## config.mk

```make
export PLATFORM = sky130hd
export DESIGN_NAME = serial_byte_rx
export DESIGN_NICKNAME = d
export VERILOG_FILES = /design/src/rtl/rx_pkg.sv /design/src/rtl/rx_sync.sv /design/src/rtl/rx_frame_counter.sv /design/src/rtl/rx_shift_hold.sv /design/src/rtl/serial_byte_rx.sv
export SDC_FILE = /design/constraint.sdc
export NUM_CORES = 1
export LEC_CHECK = 0
export CAP_MARGIN = 20
export CORE_MARGIN = 2
export CORE_UTILIZATION = 65
export CTS_BUF_LIST = sky130_fd_sc_hd__clkbuf_16
export CTS_CLUSTER_SIZE = 20
export DETAILED_ROUTE_END_ITERATION = 8
export DONT_BUFFER_PORTS = 1
export PLACE_DENSITY_LB_ADDON = 0.2
export SLEW_MARGIN = 0
export SYNTH_ARGS = -nofsm -noshare
export SYNTH_HDL_FRONTEND = slang
export SYNTH_SLANG_ARGS = --single-unit
```

## constraint.sdc

```tcl
create_clock -name clk -period 4.9 [get_ports clk]
set_input_delay 0.735 -clock clk [delete_from_list [all_inputs] [get_ports clk]]
set_output_delay 0.735 -clock clk [all_outputs]
set_load 0.05 [all_outputs]
```

## src/rtl/rx_pkg.sv

```systemverilog
package rx_pkg;
    // Counts from the start edge to the centre of the stop bit.
    function automatic int unsigned frame_len(input int unsigned ovs, input int unsigned nbits);
        return ovs * (nbits + 1) + ovs / 2;
    endfunction
endpackage

```

## src/rtl/rx_sync.sv

```systemverilog
module rx_sync #(
    parameter int unsigned STAGES = 2
) (
    input  logic clk,
    input  logic rst_n,
    input  logic din,
    output logic dout
);
    logic [STAGES-1:0] stg_d, stg_q;

    always_comb begin
        stg_d = {stg_q[STAGES-2:0], din};
    end

    always_ff @(posedge clk or negedge rst_n) begin
        if (!rst_n) stg_q <= '1;
        else        stg_q <= stg_d;
    end

    assign dout = stg_q[STAGES-1];
endmodule

```

## src/rtl/rx_frame_counter.sv

```systemverilog
module rx_frame_counter
    import rx_pkg::*;
#(
    parameter int unsigned OVS   = 16,
    parameter int unsigned NBITS = 8,
    localparam int unsigned FRAME_LEN = frame_len(OVS, NBITS),
    localparam int unsigned CNT_W     = $clog2(FRAME_LEN)
) (
    input  logic             clk,
    input  logic             rst_n,
    input  logic             line_s,
    output logic [CNT_W-1:0] cnt,
    output logic             shift_en,
    output logic             load_en
);
    localparam int unsigned HALF  = OVS / 2;
    localparam int unsigned LB    = $clog2(OVS);
    localparam int unsigned FIRST = OVS + HALF;
    localparam int unsigned LAST  = OVS * NBITS + HALF;

    logic [CNT_W-1:0] cnt_d, cnt_q;

    always_comb begin
        cnt_d = cnt_q;
        if (cnt_q != '0 || !line_s) begin
            if (cnt_q == CNT_W'(FRAME_LEN - 1)) cnt_d = '0;
            else                                cnt_d = cnt_q + 1'b1;
        end
    end

    always_ff @(posedge clk or negedge rst_n) begin
        if (!rst_n) cnt_q <= '0;
        else        cnt_q <= cnt_d;
    end

    assign cnt      = cnt_q;
    assign shift_en = (cnt_q[LB-1:0] == LB'(HALF)) &&
                      (int'(cnt_q) >= int'(FIRST)) && (int'(cnt_q) <= int'(LAST));
    assign load_en  = (cnt_q == CNT_W'(FRAME_LEN - 1));
endmodule

```

## src/rtl/rx_shift_hold.sv

```systemverilog
module rx_shift_hold #(
    parameter int unsigned NBITS = 8
) (
    input  logic             clk,
    input  logic             rst_n,
    input  logic             line_s,
    input  logic             shift_en,
    input  logic             load_en,
    output logic [NBITS-1:0] byte_o,
    output logic             valid_o,
    output logic             ferr_o
);
    typedef struct packed {
        logic [NBITS-1:0] sh;
        logic [NBITS-1:0] hold;
        logic             valid;
        logic             ferr;
    } sh_state_t;

    sh_state_t st_d, st_q;

    always_comb begin
        st_d       = st_q;
        st_d.valid = 1'b0;
        if (shift_en) st_d.sh = {line_s, st_q.sh[NBITS-1:1]};
        if (load_en) begin
            st_d.hold  = st_q.sh;
            st_d.valid = 1'b1;
            st_d.ferr  = !line_s;
        end
    end

    always_ff @(posedge clk or negedge rst_n) begin
        if (!rst_n) st_q <= '0;
        else        st_q <= st_d;
    end

    assign byte_o  = st_q.hold;
    assign valid_o = st_q.valid;
    assign ferr_o  = st_q.ferr;
endmodule

```

## src/rtl/serial_byte_rx.sv

```systemverilog
module serial_byte_rx
    import rx_pkg::*;
#(
    parameter int unsigned OVS         = 16,
    parameter int unsigned NBITS       = 8,
    parameter int unsigned SYNC_STAGES = 2,
    localparam int unsigned FRAME_LEN  = frame_len(OVS, NBITS),
    localparam int unsigned CNT_W      = $clog2(FRAME_LEN)
) (
    input  logic             clk,
    input  logic             rst_n,
    input  logic             rx_line,
    output logic [NBITS-1:0] rx_byte,
    output logic             rx_valid,
    output logic             rx_frame_err
);
    logic             line_sync;
    logic [CNT_W-1:0] frame_cnt;
    logic             shift_en;
    logic             load_en;

    rx_sync #(.STAGES(SYNC_STAGES)) u_sync (
        .clk(clk), .rst_n(rst_n), .din(rx_line), .dout(line_sync)
    );

    rx_frame_counter #(.OVS(OVS), .NBITS(NBITS)) u_cnt (
        .clk(clk), .rst_n(rst_n), .line_s(line_sync),
        .cnt(frame_cnt), .shift_en(shift_en), .load_en(load_en)
    );

    rx_shift_hold #(.NBITS(NBITS)) u_sh (
        .clk(clk), .rst_n(rst_n), .line_s(line_sync),
        .shift_en(shift_en), .load_en(load_en),
        .byte_o(rx_byte), .valid_o(rx_valid), .ferr_o(rx_frame_err)
    );
endmodule

```

Word level (Yosys, flattened, before mapping)
Index checks and enable logic that the tools add are counted.
{"block": "op_classes", "reduce_logical": 5, "addsub": 1, "order_cmp": 2, "mux": 2, "eq_ne": 2}
{"cell": "8-bit by 1-bit adder with 8-bit output, second input constant", "count": 1}
{"cell": "8-bit equality test, second input constant", "count": 1}
{"cell": "8-bit by 5-bit greater-or-equal comparator with 1-bit output, second input constant", "count": 1}
{"cell": "8-bit <= comparator, second input constant", "count": 1}
{"cell": "8-bit 2-to-1 mux", "count": 1}
{"cell": "8-bit nonzero test", "count": 1}
{"cell": "4-bit equality test, second input constant", "count": 1}
{"cell": "1-bit logical AND", "count": 2}
{"cell": "2-bit 2-to-1 mux", "count": 1}
{"cell": "1-bit logical NOT", "count": 1}
{"cell": "1-bit logical OR", "count": 1}
{"block": "word_totals", "in_bits": 3, "out_inout_bits": 10, "reg_bits": 28, "word_cells": 18}

Logic depth before layout (Yosys ltp)
Gate-level depths: netlist (run 1).
{"block": "logic_depth", "depth_word": 3, "mapped_depth": 5, "mapped_depth_nobuf": 5}

By module
A second synthesis (run 1) with hierarchy kept.
{"block": "unflattened", "cells_unflattened": 91, "area_unflattened_um2": 1296.2}
{"module": "rx_shift_hold", "area_each_um2": 787.0, "n_inst": 1, "seq_area_each_um2": 450.4, "cells_each": 46}
{"module": "rx_frame_counter", "area_each_um2": 456.7, "n_inst": 1, "seq_area_each_um2": 200.2, "cells_each": 43}
{"module": "rx_sync", "area_each_um2": 52.6, "n_inst": 1, "seq_area_each_um2": 52.6, "cells_each": 2}

Least setup slack after synthesis (run 1)
OpenSTA, ideal clock, no wires.
{"block": "synth_timing", "path_kind": "register -> register", "from": "register u_cnt.cnt_q[3], in the netlist u_cnt.cnt[3]", "to": "register u_cnt.cnt_q[1], in the netlist u_cnt.cnt[1]", "t_required_ps": 4775, "synth_period_minus_slack_ps": 1776, "path_stages_with_launch": 5, "path_slack_ps": 3124, "setup_time_ps": 125, "path_buffers": 1, "t_arrival_ps": 1651, "path_cell_list": "dfrtp_1 > buf_6 > or3_4 > or4_4 > mux2_4"}
{"block": "synth_via", "elab_chain_len": 2, "elab_cells_between_ends": 4, "cone_classes": "1 x eq/ne; 1 x mux; 2 x reduce/logical"}
{"item": "start, declared", "line": "rx_frame_counter.sv:21", "rtl": "logic [CNT_W-1:0] cnt_d, cnt_q;"}
{"item": "start signal, assigned", "line": "rx_frame_counter.sv:33", "rtl": "else cnt_q <= cnt_d;"}
{"item": "8-bit equality test or 8-bit nonzero test (tied branches)", "line": "rx_frame_counter.sv:26, rx_frame_counter.sv:25"}
{"item": "8-bit 2-to-1 mux or 1-bit logical OR (tied branches)", "line": "rx_frame_counter.sv:26, rx_frame_counter.sv:25"}
Several ways; a longest one is shown, not always the timed one.
A chain may end at the register's enable or synchronous reset.

Worst setup path in the final report (run 1)
{"block": "layout_timing", "from": "register u_cnt.cnt_q[0], in the netlist u_cnt.cnt[0]", "to": "register u_sh.st_q, in the netlist u_sh.byte_o[0]"}
{"block": "layout_via", "elab_chain_len": 1}
{"item": "8-bit equality test", "line": "rx_frame_counter.sv:39", "rtl": "assign load_en = (cnt_q == CNT_W'(FRAME_LEN - 1));"}
{"item": "end signal, assigned", "line": "rx_shift_hold.sv:35", "rtl": "else st_q <= st_d;"}
{"item": "end, declared", "line": "rx_shift_hold.sv:20", "rtl": "sh_state_t st_d, st_q;"}
No other way between the ends.

==> results.toml, run 1 <==
[run_status]
status = "finished clean"

[yosys]
synth-compound-area-share_pct = 4.46
ys_top_cells_by_area = "dfrtp_1 53%, mux2_2 15%, buf_4 4.9%"
synth_edf_count = 0
syn_area_um2 = 1230
yosys.area_share.adder_pct = 2.03
yosysMostFrequentCell = "dfrtp_1"
synth-xor-area-share_pct = 2.84
netlist_instances = 93
synth-seq-cells = 28
yosys.area.top_type_share_pct = 52.7
synthMuxAreaShare_pct = 15.8
yosys.area_share.simple_pct = 10.8
syn_avg_cell_area_um2 = 13.3
synthArstFlopShare_pct = 100
ys_warn_count = 0
ys_seq_area_share_pct = 56.9
syn_nets = 98
ys_types = 29
synth_top_family_by_area = "multiplexers"
synthTopCellsByCount = "26 x dfrtp_1, 16 x mux2_2, 8 x buf_4"
synth-main-ff-cell = "dfrtp_1"
yosys.area.top_type = "dfrtp_1"

[pwr]
ir_drop_uv = 223
p_per_area_nw_per_um2 = 328
power.leakage_nw = 0.577
power_w = 0.000415

[clocking]
clock_latency_ns = 0.26
post_cts_buffers = 0
clockRootBuffer = "clkbuf_16"
h-tree-depth = 1
cts_resized = 0
clock-sinks = 28
hold_buffers = 0
cts_tree = "yes"
numCtsBuffers = 3
cts_buffer_depth = 2
cts.reportedPaths.clkPinSlew_ns = 0.06

[detailed_routing]
viasPerCell = 6.08
drt_iter0_markers = 12
drc = 0
vias = 675
first_pass_iters = 4
drt-wirelength-per-cell_um = 16.7
route.final.wire_length_um = 1860
antenna_left = 0

[timing]
period_minus_slack_ns = 2.17
setup_viol = 0
finClkSkew_ns = 0.00296
timing.final.ws_setup_ns = 2.73
fmax_ghz = 0.461
tns_ns = 0
tightest_slew_ns = 0.888
slew_violations = 0
hold_violations = 0
finalCritPeriodShare_pct = 44.2
rsz0062_at_grt = "no"
relSlewSlack_pct = 40.6

[run]
drv_cap = 0

[finish]
regArea_um2 = 703
drive_gt1_share_pct = 30.2
multiInputGateArea_um2 = 444
num-nets-final = 92
antenna_cells = 0
final.fill_count = 124
utilization_pct = 71.7
syn2layout_area_growth_pct = 2.43

[worst_setup_path]
cp.required_ns = 5.04
end_kind = "register"
start_kind = "register"
slowest_delay_ns = 0.72
critPathKind = "register to register"
worstPathArrival_ns = 2.31
crit_chain = "ha_1, nand4_1, nor2_1, mux2_2"
path_delay_family = "simple AND/OR/NAND/NOR gates"
critPathMaxFanout = 12
critPathBufInv = 0
slowest_stage = "nor2_1"

[floorplan]
core_um2 = 1760
dieArea_um2 = 2260
start_util_pct = 70.0
die_h_um = 47.6
ios = 13
die_x_um = 47.6
rows = 15

[global_routing]
grt_pass1_vias = 704
grt_pass1_wl_um = 3060
grt_max_degree = 29
antenna_found_initial = 0
grt_usage_pct = 20.1
gr-total-overflow = 0

[placed_design]
io_buffers = 0
place_ws_ns = 2.77
hpwl_um = 1340
gp_congestion = 0.832

[worst_hold_path]
hp-class = "input pin to async pin"
routing by layer:
metal,global-route usage [%],part of all wire (%),wire length (um),vias to the layer above
met2,33.0,48,897,24
met5,0,0,0,-
met4,11.4,3.0,55,0
met3,4.53,5.4,100,7
li1,-,-,-,309
met1,24.6,43,802,335
worst reg2reg max path, stage by stage, from the launching register on:
cell	delay [ns]
dfrtp_1	0.44
ha_1	0.27
nand4_1	0.19
nor2_1	0.72
mux2_2	0.42
cell usage in the layout, fill, tap and decap left out, types with 2 or more instances in the layout:
| cell | n |
|---|---|
| nand3_1 | 3 |
| clkbuf_16 | 3 |
| nor2b_1 | 2 |
| o31ai_1 | 2 |
| inv_1 | 2 |
| dfstp_2 | 2 |
| xnor2_1 | 2 |
| mux2_2 | 16 |
| xor2_1 | 2 |
| nand4_1 | 4 |
| ha_1 | 2 |
| o21ai_0 | 2 |
| nor2_1 | 4 |
| nand3b_1 | 2 |
| dfrtp_1 | 26 |
per-stage QoR:
step	area [um2]	instances	hold slack, ns
2_1_floorplan	1230	93	0.345
3_3_place_gp	1190	107	0.349
3_5_place_dp	1190	107	0.352
4_1_cts	1260	111	0.162
5_1_grt	1260	111	0.153
6_report	1260	111	0.165
path summary, 6_finish.rpt:
check | to | cells after the start | from | slack (ns)
worst max-delay path | u_sh.byte_o[0]$_DFFE_PN0P_ | 4 | u_cnt.cnt[0]$_DFFE_PN0P_ | 2.73
worst min-delay path | u_sh.ferr_o$_DFFE_PN0P_ | 0 | rst_n | 0.17
worst max register to register | u_sh.byte_o[0]$_DFFE_PN0P_ | 4 | u_cnt.cnt[0]$_DFFE_PN0P_ | 2.73
worst min register to register | u_sync.stg_q[1]$_DFF_PN1_ | 0 | u_sync.stg_q[0]$_DFF_PN1_ | 0.36
max in group asynchronous | u_sync.stg_q[1]$_DFF_PN1_ | 0 | rst_n | 4.56
min in group clk | u_sync.stg_q[1]$_DFF_PN1_ | 0 | u_sync.stg_q[0]$_DFF_PN1_ | 0.36
report_power, final:
part / internal (W) / switching (W)
clock network: 0.000109 / 0.0000703
registers: 0.000234 / 0.000000964
logic: 0.000000617 / 0.000000203
total: 0.000343 / 0.0000715
state kept, by name, indices dropped and copies added (netlist names):
register and cells:
u_cnt.cnt 8, u_sh.ferr_o 1, u_sh.valid_o 1, u_sh.st_q 8
u_sh.byte_o 8, u_sync.stg_q 2
layout make-up:
type	count	area share (%)
sequential	28	55.6
tap	25	2.47
inverter	2	0.593
multi-input combinational	52	35.1
clock inverter	1	0.297
clock buffer	3	5.93
cell families after synthesis:
| kind of cell | after synthesis |
|---|---|
| AND/OR/NAND/NOR | 21 |
| adder cells (fa/ha/maj) | 2 |
| flip-flops | 28 |
| multiplexers | 17 |
| XOR/XNOR | 4 |
| AO/OA/AOI/OAI | 8 |
| buffers and inverters | 13 |
No activity file was read; power rests on OpenSTA's default activity.
==> run 2: changes to the inputs <==
Settings changed: CORE_UTILIZATION 65 to 54.
Clock period 4.9 ns to 1.9 ns, I/O delays scaled along.
==> run 2 against run 1 <==
Against the previous run: count of clock-buffer cells in the layout unchanged; sequential share of layout area fell by 3.7 points; worst setup slack got worse by 2.6 ns.
==> results.toml, run 2 (synthesis results as in run 1) <==
[run_status]
status = "finished clean"

[worst_setup_path]
end_kind = "register"
regToRegStartpoint = "u_cnt.cnt[6]$_DFFE_PN0P_"
cp.required_ns = 2.05
slowest_delay_ns = 0.52
crit_chain = "or3_4, or4_4, mux2_4"
reg2reg_depth = 3
critPathMaxFanout = 5
slowest_stage = "or4_4"
reg2reg_slack_ns = 0.11
critPathKind = "register to register"
worstPathArrival_ns = 1.94
start_kind = "register"
worstReg2RegEnd = "u_cnt.cnt[1]$_DFFE_PN0P_"
crit_start = "u_cnt.cnt[6]$_DFFE_PN0P_"

[timing]
rsz0062_at_grt = "no"
slew_violations = 0
finClkSkew_ns = 0.00235
period_minus_slack_ns = 1.79
hold_violations = 0
tightest_slew_ns = 0.481
setup_viol = 0
relSlewSlack_pct = 67.9
tns_ns = 0
fmax_ghz = 0.558
finalCritPeriodShare_pct = 94.3

[floorplan]
die_h_um = 51.8
ios = 13
start_util_pct = 56.4
rows = 17
die_x_um = 51.8
core_um2 = 2190
dieArea_um2 = 2690

[finish]
final_cell_mix = "24 x dfrtp_1, 16 x mux2_2, 4 x nand4_1, 4 x nor2_1, 4 x buf_4"
num-nets-final = 98
utilization_pct = 62.1
regArea_um2 = 706
final.fill_count = 168
multiInputGateArea_um2 = 447
final_common_cell = "dfrtp_1"
drive_gt1_share_pct = 38.0
syn2layout_area_growth_pct = 10.1
antenna_cells = 0
fin_area_um2 = 1360

[placed_design]
hpwl_um = 1310
io_buffers = 0
gp_congestion = 0.811
place_area_um2 = 1220

[pwr]
p_seq_share_pct = 49.1
p_int_w = 0.00103
p_sw_share_pct = 16.6
p_comb_share_pct = 1.6
p_per_area_nw_per_um2 = 907
switching_power_w = 0.000205
ir_drop_uv = 671
clock_power_share_pct = 49.4
power.leakage_nw = 0.621

[worst_hold_path]
hold_depth = 0
holdPathEnd = "u_sync.stg_q[0]$_DFF_PN1_"
hp-class = "input pin to register"
worstHoldStart = "rx_line"

[clocking]
clock_latency_ns = 0.26
numCtsBuffers = 3
cts.reportedPaths.clkPinSlew_ns = 0.06
cts_tree = "yes"
cts_buffer_depth = 2
h-tree-depth = 1
clock-sinks = 28
post_cts_buffers = 0
clockRootBuffer = "clkbuf_16"

[global_routing]
grt_pass1_wl_um = 3540
grt_pass1_vias = 731
antenna_found_initial = 0
grt_usage_pct = 18.8
grt_max_degree = 29
gr-total-overflow = 0

[detailed_routing]
drt-wirelength-per-cell_um = 16.9
antenna_left = 0
vias = 686
viasPerCell = 5.72
drt_iter0_markers = 16
first_pass_iters = 4
drc = 0
route.final.wire_length_um = 2030

[run]
drv_cap = 0
==> run 2: changes by cell type in the layout (fill, tap and decap cells not counted), sizes merged <==
| cell | delta |
|---|---|
| dlygate4sd3 | +1 |
| clkinv | -1 |
| bufinv | +1 |
| buf | +5 |
==> run 2: area by class of cell <==
class	count	share of cell area, %
well taps	28	2.58
flip-flops and latches	28	51.9
multi-input cells	52	32.8
repair buffers	6	4.42
clock buffers	3	5.52
inverters	2	0.552
clock inverters	1	2.21
==> run 2: critical path, delay by kind of cell (launching register included) <==
family / cells / cell delay (ns)
AND/OR/NAND/NOR: 2 / 0.91
flip-flops: 1 / 0.45
multiplexers: 1 / 0.31
==> run 2: power by group through the flow <==
stage	Sequential, W	Clock, W	Combinational [W]
2_1_floorplan	0.000615	0	0.00000192
3_3_place_gp	0.000616	0	0.00000209
3_5_place_dp	0.000616	0	0.00000218
6_report	0.000605	0.000609	0.0000192
5_1_grt	0.000605	0.000649	0.0000225
4_1_cts	0.000605	0.000620	0.0000205
==> run 2: how the worst max path moves through the flow <==
| stage | slack [ns] | cells after the start | to |
|---|---|---|---|
| global placement | 0.15 | 3 | u_cnt.cnt[1]$_DFFE_PN0P_ |
| CTS | 0.07 | 5 | u_sh.byte_o[3]$_DFFE_PN0P_ |
| finish | 0.11 | 3 | u_cnt.cnt[1]$_DFFE_PN0P_ |
| floorplan | 0.12 | 4 | u_cnt.cnt[1]$_DFFE_PN0P_ |
| detailed placement | 0.13 | 3 | u_cnt.cnt[1]$_DFFE_PN0P_ |
| global route | 0.05 | 5 | u_sh.byte_o[7]$_DFFE_PN0P_ |
==> run 2: routing by layer <==
| metal | up-vias | GRT usage [%] | share of wire [%] |
|---|---|---|---|
| li1 | 319 | - | - |
| met1 | 349 | 24.6 | 43 |
| met2 | 14 | 28.7 | 50 |
| met3 | 4 | 5.17 | 4.6 |
| met4 | 0 | 9.21 | 1.7 |
| met5 | - | 0 | 0 |
==> run 2: what timing repair did <==
item	4_1_cts	5_1_grt
endpoints found under the setup margin	0	8
endpoints found under the hold margin	28	0
hold buffers	2	0
gates resized for setup	0	3
==> run 2: stage by stage <==
stage | hold WS [ns] | power [W] | std cells | setup WS (ns)
floorplan | -0.0106 | 0.000617 | 93 | 0.124
global placement | -0.00986 | 0.000618 | 114 | 0.148
detailed placement | -0.00962 | 0.000619 | 114 | 0.125
CTS | 0.0151 | 0.00125 | 120 | 0.0688
global route | 0.00647 | 0.00128 | 120 | 0.0469
finish | 0.0166 | 0.00123 | 120 | 0.109
==> run 3: changes to the inputs <==
Settings changed: ABC_CLOCK_PERIOD_IN_PS set to 1400, SLEW_MARGIN 0 to 20.
Clock period 1.9 ns to 1.4 ns, I/O delays scaled along.
==> run 3 against run 2 <==
Against the previous run: hold slack gained 0.34 ns; clock skew decreased by 0.00060 ns; wire length is 28% higher; sequential share of layout area down 11 points; count of clock-buffer cells in the layout stayed put; maximum frequency increased by 4.7%; register-to-register slack lost 0.42 ns; die area unchanged; global-route usage is 1.5 points higher; critical path type unchanged; the flow now finishes with violations (setup timing).
==> results.toml, run 3 (synthesis results as in run 1) <==
[clocking]
cts_buffer_depth = 2
h-tree-depth = 1
cts_tree = "yes"
clock_latency_ns = 0.26
cts.reportedPaths.clkPinSlew_ns = 0.07
clock-sinks = 28
numCtsBuffers = 3
clockRootBuffer = "clkbuf_16"

[detailed_routing]
met3_length_um = 92
route.final.wire_length_um = 2600
viasPerCell = 5.41
wl_met2_um = 1360
met1Wirelength_um = 1130
drt_iter0_markers = 10
antenna_left = 0
vias = 844
first_pass_iters = 4
drc = 0
dr.max_layer_used = "met4"
drt-wirelength-per-cell_um = 16.6

[global_routing]
grt_pass1_vias = 839
grt_usage_pct = 20.3
gr-total-overflow = 0
grt_max_degree = 29
antenna_found_initial = 0
grt_pass1_wl_um = 3810

[finish]
antenna_cells = 0
final_cell_mix = "35 x buf_4, 25 x dfrtp_1, 9 x mux2_4, 8 x mux2_2, 4 x nand4_1"
syn2layout_area_growth_pct = 39.8
utilization_pct = 78.8
fin_area_um2 = 1730
final.fill_count = 121
final_common_cell = "buf_4"
fin_cells = 156
num-nets-final = 134
drive_gt1_share_pct = 57.0

[pwr]
p_seq_share_pct = 48.7
clock_power_share_pct = 49.3
p_int_w = 0.00140
ir_drop_uv = 906
switching_power_w = 0.000285
p_comb_share_pct = 2.0
p_per_area_nw_per_um2 = 976
power.leakage_nw = 0.820
p_sw_share_pct = 16.9

[timing]
finClkSkew_ns = 0.00175
fmax_ghz = 0.584
relSlewSlack_pct = 68.2
timing.final.ws_setup_ns = -0.311
setup_viol = 21
tns_ns = -4.03
hold_violations = 0
rsz0062_at_grt = "yes"
finalCritPeriodShare_pct = 122
slew_violations = 0
tightest_slew_ns = 0.477
period_minus_slack_ns = 1.71

[run_status]
status = "finished, violations left"
violations = "setup timing"

[worst_setup_path]
cp.required_ns = 1.55
critPathBufInv = 1
critPathMaxFanout = 3
end_kind = "register"
path_delay_family = "simple AND/OR/NAND/NOR gates"
start_kind = "register"
critPathKind = "register to register"
slowest_stage = "or4_4"
crit_chain = "inv_1, ha_2, nand3b_1, or4_4, mux2_4"
worstPathArrival_ns = 1.86
slowest_delay_ns = 0.52

[placed_design]
io_buffers = 0
dpl.cell_count = 139
place_area_um2 = 1450
hpwl_um = 1560
gp_congestion = 0.862

[floorplan]
die_x_um = 51.8
die_h_um = 51.8
rows = 17
start_util_pct = 56.4
core_um2 = 2190
dieArea_um2 = 2690
ios = 13

[run]
drv_cap = 0

[worst_hold_path]
hp-class = "register to register"
run 3: cell types whose count changed in the layout (fill, tap and decap cells not counted), moves of 3 or more:
cell    change
buf_6       +3
buf_4      +31
mux2_2      -8
mux2_4      +8
run 3: repair_timing:
| action | 4_1_cts | 5_1_grt |
|---|---|---|
| gates resized for setup | 4 | 10 |
| pin swaps | 3 | 6 |
| hold endpoints to repair | 29 | 0 |
| setup buffers | 5 | 6 |
| hold buffers | 3 | 0 |
| endpoints found under the setup margin | 19 | 20 |
run 3: final timing paths:
| path | from | endpoint | slack (ns) | cells past startpoint |
|---|---|---|---|---|
| hold / removal | u_sync.stg_q[0]$_DFF_PN1_ | u_sync.stg_q[1]$_DFF_PN1_ | 0.36 | 0 |
| setup / recovery | u_cnt.cnt[1]$_DFFE_PN0P_ | u_cnt.cnt[1]$_DFFE_PN0P_ | -0.31 | 5 |
| max in group asynchronous | rst_n | u_sync.stg_q[0]$_DFF_PN1_ | 0.79 | 2 |
| min in group asynchronous | rst_n | u_cnt.cnt[7]$_DFFE_PN0P_ | 0.39 | 2 |
| setup reg to reg | u_cnt.cnt[1]$_DFFE_PN0P_ | u_cnt.cnt[1]$_DFFE_PN0P_ | -0.31 | 5 |
| hold reg to reg | u_sync.stg_q[0]$_DFF_PN1_ | u_sync.stg_q[1]$_DFF_PN1_ | 0.36 | 0 |
run 3: layout make-up:
type,count,area (um2),area share [%]
Multi-Input combinational cell,52,518,30.0
Clock inverter,1,30.0,1.74
Tap cell,28,35.0,2.03
Sequential cell,28,704,40.8
Timing Repair Buffer,42,357,20.7
Clock buffer,3,75.1,4.35
Inverter,2,7.51,0.435
run 3: through the flow:
stage | setup slack (ns) | total power, W | hold WS [ns]
finish | -0.311 | 0.00169 | 0.359
global route | -0.372 | 0.00173 | 0.365
CTS | -0.265 | 0.00171 | 0.361
detailed placement | -0.286 | 0.000841 | -0.0848
global placement | -0.259 | 0.000841 | -0.0847
floorplan | -0.280 | 0.000837 | -0.0856
run 3: power groups by stage:
| stage | clock network [W] | logic [W] | registers, W |
|---|---|---|---|
| 6_report | 0.000831 | 0.0000334 | 0.000821 |
| 2_1_floorplan | 0 | 0.00000265 | 0.000835 |
| 4_1_cts | 0.000852 | 0.0000341 | 0.000820 |
| 3_3_place_gp | 0 | 0.00000520 | 0.000836 |
| 3_5_place_dp | 0 | 0.00000548 | 0.000836 |
| 5_1_grt | 0.000872 | 0.0000384 | 0.000821 |
run 3: per-layer routing:
layer  vias up  GRT usage, %
li1        388             -
met1       432          24.1
met2        22          35.4
met3         2          3.45
met4         0          9.21
met5         -             0
